--- src/rtl/lcdc_pkg.sv ---
package lcdc_pkg;

    localparam int CTRL_W = 22;
    localparam int STAT_W = 7;

    // control bit positions
    localparam int C_EN      = 0;
    localparam int C_IE_VS   = 2;
    localparam int C_IE_DONE = 3;
    localparam int C_IE_PAL  = 4;
    localparam int C_IE_LNN  = 5;
    localparam int C_IE_LINE = 6;
    localparam int C_PANEL   = 7;
    localparam int C_LCLR    = 10;
    localparam int C_MODE    = 20;

    typedef enum logic [1:0] {
        LM_BOTH     = 2'd0,
        LM_PAL_ONLY = 2'd1,
        LM_FRAME    = 2'd2,
        LM_RSVD     = 2'd3
    } load_mode_e;

    typedef enum logic [1:0] {
        RUN_IDLE   = 2'd0,
        RUN_ACTIVE = 2'd1,
        RUN_DRAIN  = 2'd2
    } run_e;

    // status layout, MSB first so that bit indices match the status word
    typedef struct packed {
        logic pal;
        logic fuf;
        logic line;
        logic acb;
        logic sync;
        logic vsync;
        logic done;
    } stat_t;

    typedef struct packed {
        logic pal_loaded;
        logic underflow;
        logic line_hit;
        logic ac_bias;
        logic sync_lost;
        logic frame_end;
        logic frame_start;
    } evt_t;

    function automatic logic [CTRL_W-1:0] ctrl_keep_mask();
        logic [CTRL_W-1:0] m;
        m = '0;
        m[C_EN] = 1'b1;
        for (int i = C_IE_VS; i <= C_PANEL; i++) m[i] = 1'b1;
        m[C_LCLR] = 1'b1;
        m[C_MODE] = 1'b1;
        m[C_MODE+1] = 1'b1;
        return m;
    endfunction

endpackage

--- src/rtl/lcdc_ctrl_reg.sv ---
module lcdc_ctrl_reg
    import lcdc_pkg::*;
(
    input  logic              clk,
    input  logic              rst,
    input  logic              wr,
    input  logic [CTRL_W-1:0] wdata,
    output logic [CTRL_W-1:0] ctrl_q,
    output logic              en_rise,
    output logic              en_fall
);
    localparam logic [CTRL_W-1:0] KEEP = ctrl_keep_mask();

    always_ff @(posedge clk) begin
        if (rst) ctrl_q <= '0;
        else if (wr) ctrl_q <= wdata & KEEP;
    end

    assign en_rise = wr &  wdata[C_EN] & ~ctrl_q[C_EN];
    assign en_fall = wr & ~wdata[C_EN] &  ctrl_q[C_EN];
endmodule

--- src/rtl/lcdc_run_seq.sv ---
module lcdc_run_seq
    import lcdc_pkg::*;
(
    input  logic clk,
    input  logic rst,
    input  logic en_rise,
    input  logic en_fall,
    input  logic frame_end,
    output logic busy,
    output logic done_set
);
    run_e st_q, st_d;

    always_comb begin
        st_d = st_q;
        unique case (st_q)
            RUN_IDLE:   if (en_rise) st_d = RUN_ACTIVE;
            RUN_ACTIVE: if (en_fall) st_d = RUN_DRAIN;
            RUN_DRAIN: begin
                if (en_rise)        st_d = RUN_ACTIVE;
                else if (frame_end) st_d = RUN_IDLE;
            end
            default:    st_d = RUN_IDLE;
        endcase
    end

    always_ff @(posedge clk) begin
        if (rst) st_q <= RUN_IDLE;
        else     st_q <= st_d;
    end

    assign busy     = (st_q != RUN_IDLE);
    assign done_set = (st_q == RUN_DRAIN) & frame_end & ~en_rise;
endmodule

--- src/rtl/lcdc_stat_reg.sv ---
module lcdc_stat_reg
    import lcdc_pkg::*;
(
    input  logic              clk,
    input  logic              rst,
    input  evt_t              ev,
    input  logic              busy,
    input  logic              done_set,
    input  logic              en_rise,
    input  logic              en_fall,
    input  logic              wr,
    input  logic [STAT_W-1:0] wdata,
    input  logic              pal_only,
    input  logic              line_auto,
    output stat_t             stat_q
);
    stat_t set_v, clr_v;
    logic  [STAT_W-1:0] q_bits;
    logic  unused_wbits;

    assign unused_wbits = wdata[0] ^ wdata[2] ^ wdata[5];

    always_comb begin
        set_v.done  = done_set;
        set_v.vsync = busy & ev.frame_start;
        set_v.sync  = busy & ev.sync_lost;
        set_v.acb   = busy & ev.ac_bias;
        set_v.line  = busy & ev.line_hit;
        set_v.fuf   = busy & ev.underflow;
        set_v.pal   = busy & ev.pal_loaded;

        clr_v.done  = en_rise;
        clr_v.vsync = wr & wdata[1];
        clr_v.sync  = en_fall;
        clr_v.acb   = wr & wdata[3];
        clr_v.line  = (wr & wdata[4]) | (line_auto & busy & ev.frame_start);
        clr_v.fuf   = en_fall;
        clr_v.pal   = pal_only ? (wr & wdata[6]) : en_fall;
    end

    // one sticky flop per bit: a set beats a clear
    for (genvar b = 0; b < STAT_W; b++) begin : g_bit
        always_ff @(posedge clk) begin
            if (rst) q_bits[b] <= 1'b0;
            else     q_bits[b] <= set_v[b] | (q_bits[b] & ~clr_v[b]);
        end
    end

    assign stat_q = stat_t'(q_bits);
endmodule

--- src/rtl/lcdc_core.sv ---
module lcdc_core
    import lcdc_pkg::*;
#(
    parameter int DATA_W = 32
) (
    input  logic              clk,
    input  logic              rst,
    input  logic              ctrl_wr,
    input  logic              stat_wr,
    input  logic [DATA_W-1:0] wr_data,
    input  logic              ev_frame_start,
    input  logic              ev_frame_end,
    input  logic              ev_sync_lost,
    input  logic              ev_acb,
    input  logic              ev_line,
    input  logic              ev_underflow,
    input  logic              ev_pal_loaded,
    output logic [DATA_W-1:0] ctrl_word,
    output logic [STAT_W-1:0] stat_word,
    output logic              irq,
    output logic              busy
);
    logic [CTRL_W-1:0] ctrl_q;
    logic              en_rise, en_fall, done_set;
    stat_t             st;
    evt_t              ev;
    load_mode_e        mode;
    logic              unused_hi;

    assign unused_hi = ^wr_data[DATA_W-1:CTRL_W];

    assign ev = '{pal_loaded: ev_pal_loaded, underflow: ev_underflow,
                  line_hit: ev_line, ac_bias: ev_acb, sync_lost: ev_sync_lost,
                  frame_end: ev_frame_end, frame_start: ev_frame_start};

    lcdc_ctrl_reg u_ctrl (
        .clk     (clk),
        .rst     (rst),
        .wr      (ctrl_wr),
        .wdata   (wr_data[CTRL_W-1:0]),
        .ctrl_q  (ctrl_q),
        .en_rise (en_rise),
        .en_fall (en_fall)
    );

    lcdc_run_seq u_run (
        .clk       (clk),
        .rst       (rst),
        .en_rise   (en_rise),
        .en_fall   (en_fall),
        .frame_end (ev_frame_end),
        .busy      (busy),
        .done_set  (done_set)
    );

    assign mode = load_mode_e'(ctrl_q[C_MODE+1:C_MODE]);

    lcdc_stat_reg u_stat (
        .clk       (clk),
        .rst       (rst),
        .ev        (ev),
        .busy      (busy),
        .done_set  (done_set),
        .en_rise   (en_rise),
        .en_fall   (en_fall),
        .wr        (stat_wr),
        .wdata     (wr_data[STAT_W-1:0]),
        .pal_only  (mode == LM_PAL_ONLY),
        .line_auto (ctrl_q[C_LCLR]),
        .stat_q    (st)
    );

    assign irq = (st.done  & ctrl_q[C_IE_DONE])
               | (st.vsync & ctrl_q[C_IE_VS])
               | (st.pal   & ctrl_q[C_IE_PAL])
               | (st.line  & ctrl_q[C_IE_LINE])
               | st.sync | st.fuf;

    assign ctrl_word = {{(DATA_W-CTRL_W){1'b0}}, ctrl_q};
    assign stat_word = st;
endmodule

--- config.mk ---
export PLATFORM = sky130hd
export DESIGN_NAME = lcdc_core
export DESIGN_NICKNAME = d
export VERILOG_FILES = /design/src/rtl/lcdc_pkg.sv /design/src/rtl/lcdc_ctrl_reg.sv /design/src/rtl/lcdc_run_seq.sv /design/src/rtl/lcdc_stat_reg.sv /design/src/rtl/lcdc_core.sv
export SDC_FILE = /design/constraint.sdc
export NUM_CORES = 1
export LEC_CHECK = 0
export BUFFER_PORTS_ARGS = -buffer_cell sky130_fd_sc_hd__buf_4
export CAP_MARGIN = 20
export CORE_MARGIN = 1.5
export CORE_UTILIZATION = 25
export CTS_CLUSTER_DIAMETER = 120
export DETAILED_ROUTE_END_ITERATION = 12
export PLACE_DENSITY = 0.61
export SETUP_SLACK_MARGIN = 0.2
export SLEW_MARGIN = 20
export SYNTH_ARGS = -nofsm -noshare
export SYNTH_HDL_FRONTEND = slang
export SYNTH_HIERARCHICAL = 1
export SYNTH_SLANG_ARGS = --single-unit
--- constraint.sdc ---
create_clock -name clk -period 1.37 [get_ports clk]
set_input_delay 0.0685 -clock clk [delete_from_list [all_inputs] [get_ports clk]]
set_output_delay 0.0685 -clock clk [all_outputs]
set_load 0.02 [all_outputs]
==> key figures <==
CTS
  – TritonCTS buffer count: 3
  – CTS tree: yes
  – H-tree depth: 1
  – CTS root buf: clkbuf_8
  – CTS sink count: 19
  – CTS Buffer Depth: 2
  – Clock latency on the worst-skew pair: 250 ps
  – Worst-path clk slew: 70 ps
  – Hold_buf cts: 0

Drt
  – DR vias/cell: 4.127
  – DR iter-0 viols: 14
  – Router iterations before antenna repair: 4
  – Post-Route WL: 2.119 mm
  – Post-route ant nets: 0
  – Remaining DRCs: 0
  – Via Count: 813
  – WL/cell: 10.76 µm

STA
  – RSZ-0062 raised after global routing: true
  – Final setup vio count: 0
  – Max Clock Skew: 2.314 ps
  – Shortest period the worst path allows: 1274 ps
  – Maximum clock rate: 784.9 MHz
  – Final slew viol count: 0
  – Crit share post-route: 92.99%
  – Setup TNS: 0 ps
  – Final hold vios: 0

Place
  – GPL Wtd Cong: 0.7153
  – DP HPWL: 1.694 mm
  – Port Buffer Count: 40
  – Cell Area, Placed: 1216 µm²

Pwr
  – Maximum VDD drop: 0.0005724 V
  – Cell area power density: 977.7 nW/µm²
  – LEAKAGE: 0.6242 nW

Setup path
  – Max Fanout on Critical Path: 2
  – Startpoint Class: flop
  – Worst path required time: 1300 ps
  – CP arrival: 1210 ps
  – CP Class: reg2out
  – Crit end category: primary output

Layout
  – Fillcell total: 396
  – Util after Layout: 35.58%
  – Register area: 386.6 µm²
  – Final instance area: 1303 µm²
  – Ant diodes: 0
  – Multi-input combinational cell area: 473.0 µm²
  – Layout cells sized above 1: 38.26%
  – Area grow syn2layout: 37.15%
  – Layout Nets: 193

Logic synthesis
  – Most numerous cell in the Yosys netlist: buf_4
  – Yosys Warn Count: 6
  – Post-synthesis async set-or-reset flop share: 0%
  – Synth area leaders: dfxtp_1 (40%), buf_4 (17%), mux2i_1 (11%), nor2_1 (4.3%), a21oi_1 (3.7%)
  – Yosys reg bits: 19
  – Number of flops mapped to enable cells by yosys: 0
  – Syn Std Cell Area: 949.7 µm²
  – Largest area contributor in the netlist: dfxtp_1
  – Syn avg cell area: 9.044 µm²
  – Distinct cells, synth: 23
  – Post-synthesis sequential area ratio: 40.05%
  – Area share of the largest cell type after synthesis: 40.05%
  – Post-synthesis cell count: 105
  – Top FF cell, synth: dfxtp_1
  – Top cells by count, synth: buf_4 (22), dfxtp_1 (19), nor2_1 (11)

Status
  – Outcome: complete, no violations

Worst hold path
  – Hold Crit Class: in2reg

Job
  – # Max-Cap Violations: 0

Die
  – Row count: 22
  – Full die area: 4178 µm²
  – Die X: 64.64 µm
  – Placeable Area: 3661 µm²
  – Initial Util: 25.94%
  – Die Span Y: 64.64 µm
  – Num ports: 84

Global route
  – Global route overflow: 0
  – Initial antenna violation count: 0
  – Pin count of the biggest net entering global routing: 21
  – Vias in the first global route: 748
  – GRT Resource Usage Total: 10.51%
  – First-pass GRT wire length: 3.394 mm
-- power by group --
group	total, mW	leakage (nW)	internal [mW]	switching (mW)
Sequential	0.603	0.157	0.581	0.0216
Combinational	0.291	0.444	0.126	0.165
Clock	0.380	0.0228	0.206	0.174
Total	1.27	0.624	0.913	0.361
-- through the flow --
| step | hold slack [ps] | total power [mW] | setup slack (ps) | instances |
|---|---|---|---|---|
| after detailed placement | 286.1 | 0.8942 | 111.2 | 190 |
| after floorplan | 137.6 | 0.8206 | 131.2 | 125 |
| after global routing | 22.65 | 1.350 | 38.93 | 197 |
| after CTS | 25.83 | 1.277 | 66.59 | 195 |
| final | 26.16 | 1.273 | 95.99 | 197 |
| after global placement | 283.7 | 0.8891 | 151.8 | 190 |
-- flip-flops by register name, indices dropped and copies added (netlist names) --
register	cells
u_run/st_q	2
u_stat/stat_q	7
u_ctrl/ctrl_q	10
-- layer usage --
layer	track usage (%)	vias up	wire length, µm
met5	0	-	0
met1	12.57	369	851
li1	-	394	-
met2	17.45	48	1047
met3	3.472	2	199
met4	3.989	0	20
-- kinds of logic after synthesis --
logic type             count (synthesis)  share of synthesized area [%]
buffers and inverters                 25                          19.37
AOI/OAI and AO/OA                     13                          9.750
other                                  2                         0.7908
muxes                                 10                          10.54
DFF                                   19                          40.05
and+or+nand+nor                       36                          19.50
-- worst max-delay path: stages, from the launching register on --
cell and delay, ps:
dfxtp_2 320, a222oi_1 370, nand2_1 120, buf_6 150
-- cell usage in the layout (no fill, tap or decap) --
cell type,count
nand2b_1,5
or2_4,1
dfxtp_2,2
a21bo_2,2
conb_1,22
a21oi_1,6
or3b_1,1
buf_4,43
nor2b_1,4
dfxtp_1,16
clkbuf_8,3
mux2i_1,10
or4b_4,1
a32o_1,2
nor2_2,1
a211oi_1,1
buf_6,1
nand3b_1,1
a21oi_2,1
nand2_1,8
dfxtp_4,1
nor2_1,10
a222oi_1,1
nor3_1,1
nand3_1,2
and3b_2,1
clkbuf_1,1
inv_1,1
-- timing repair --
item                                    4_1_cts  5_1_grt
cloned                                        0        0
pin swaps                                     3        2
gates resized for setup                       3        4
endpoints found under the setup margin        5        3
buffers inserted                              1        2
-- final timing paths --
path                                    endpoint  cells after the start  slack [ps]              from
worst max-delay path                         irq                      3         100  u_stat/stat_q[1]
worst min-delay path            u_stat/stat_q[6]                      2          30     ev_pal_loaded
worst max register to register     u_run/st_q[1]                      3         120  u_ctrl/ctrl_q[0]
worst min register to register  u_stat/stat_q[5]                      2         490  u_stat/stat_q[5]
-- area by class of cell --
class	instances	share of cell area [%]
Tap cell	48	4.611
Clock buffer	4	3.458
Sequential cell	19	29.68
Multi-Input combinational cell	81	36.31
Timing Repair Buffer	44	25.65
Inverter	1	0.2882
(Power assumes the default switching activity.)
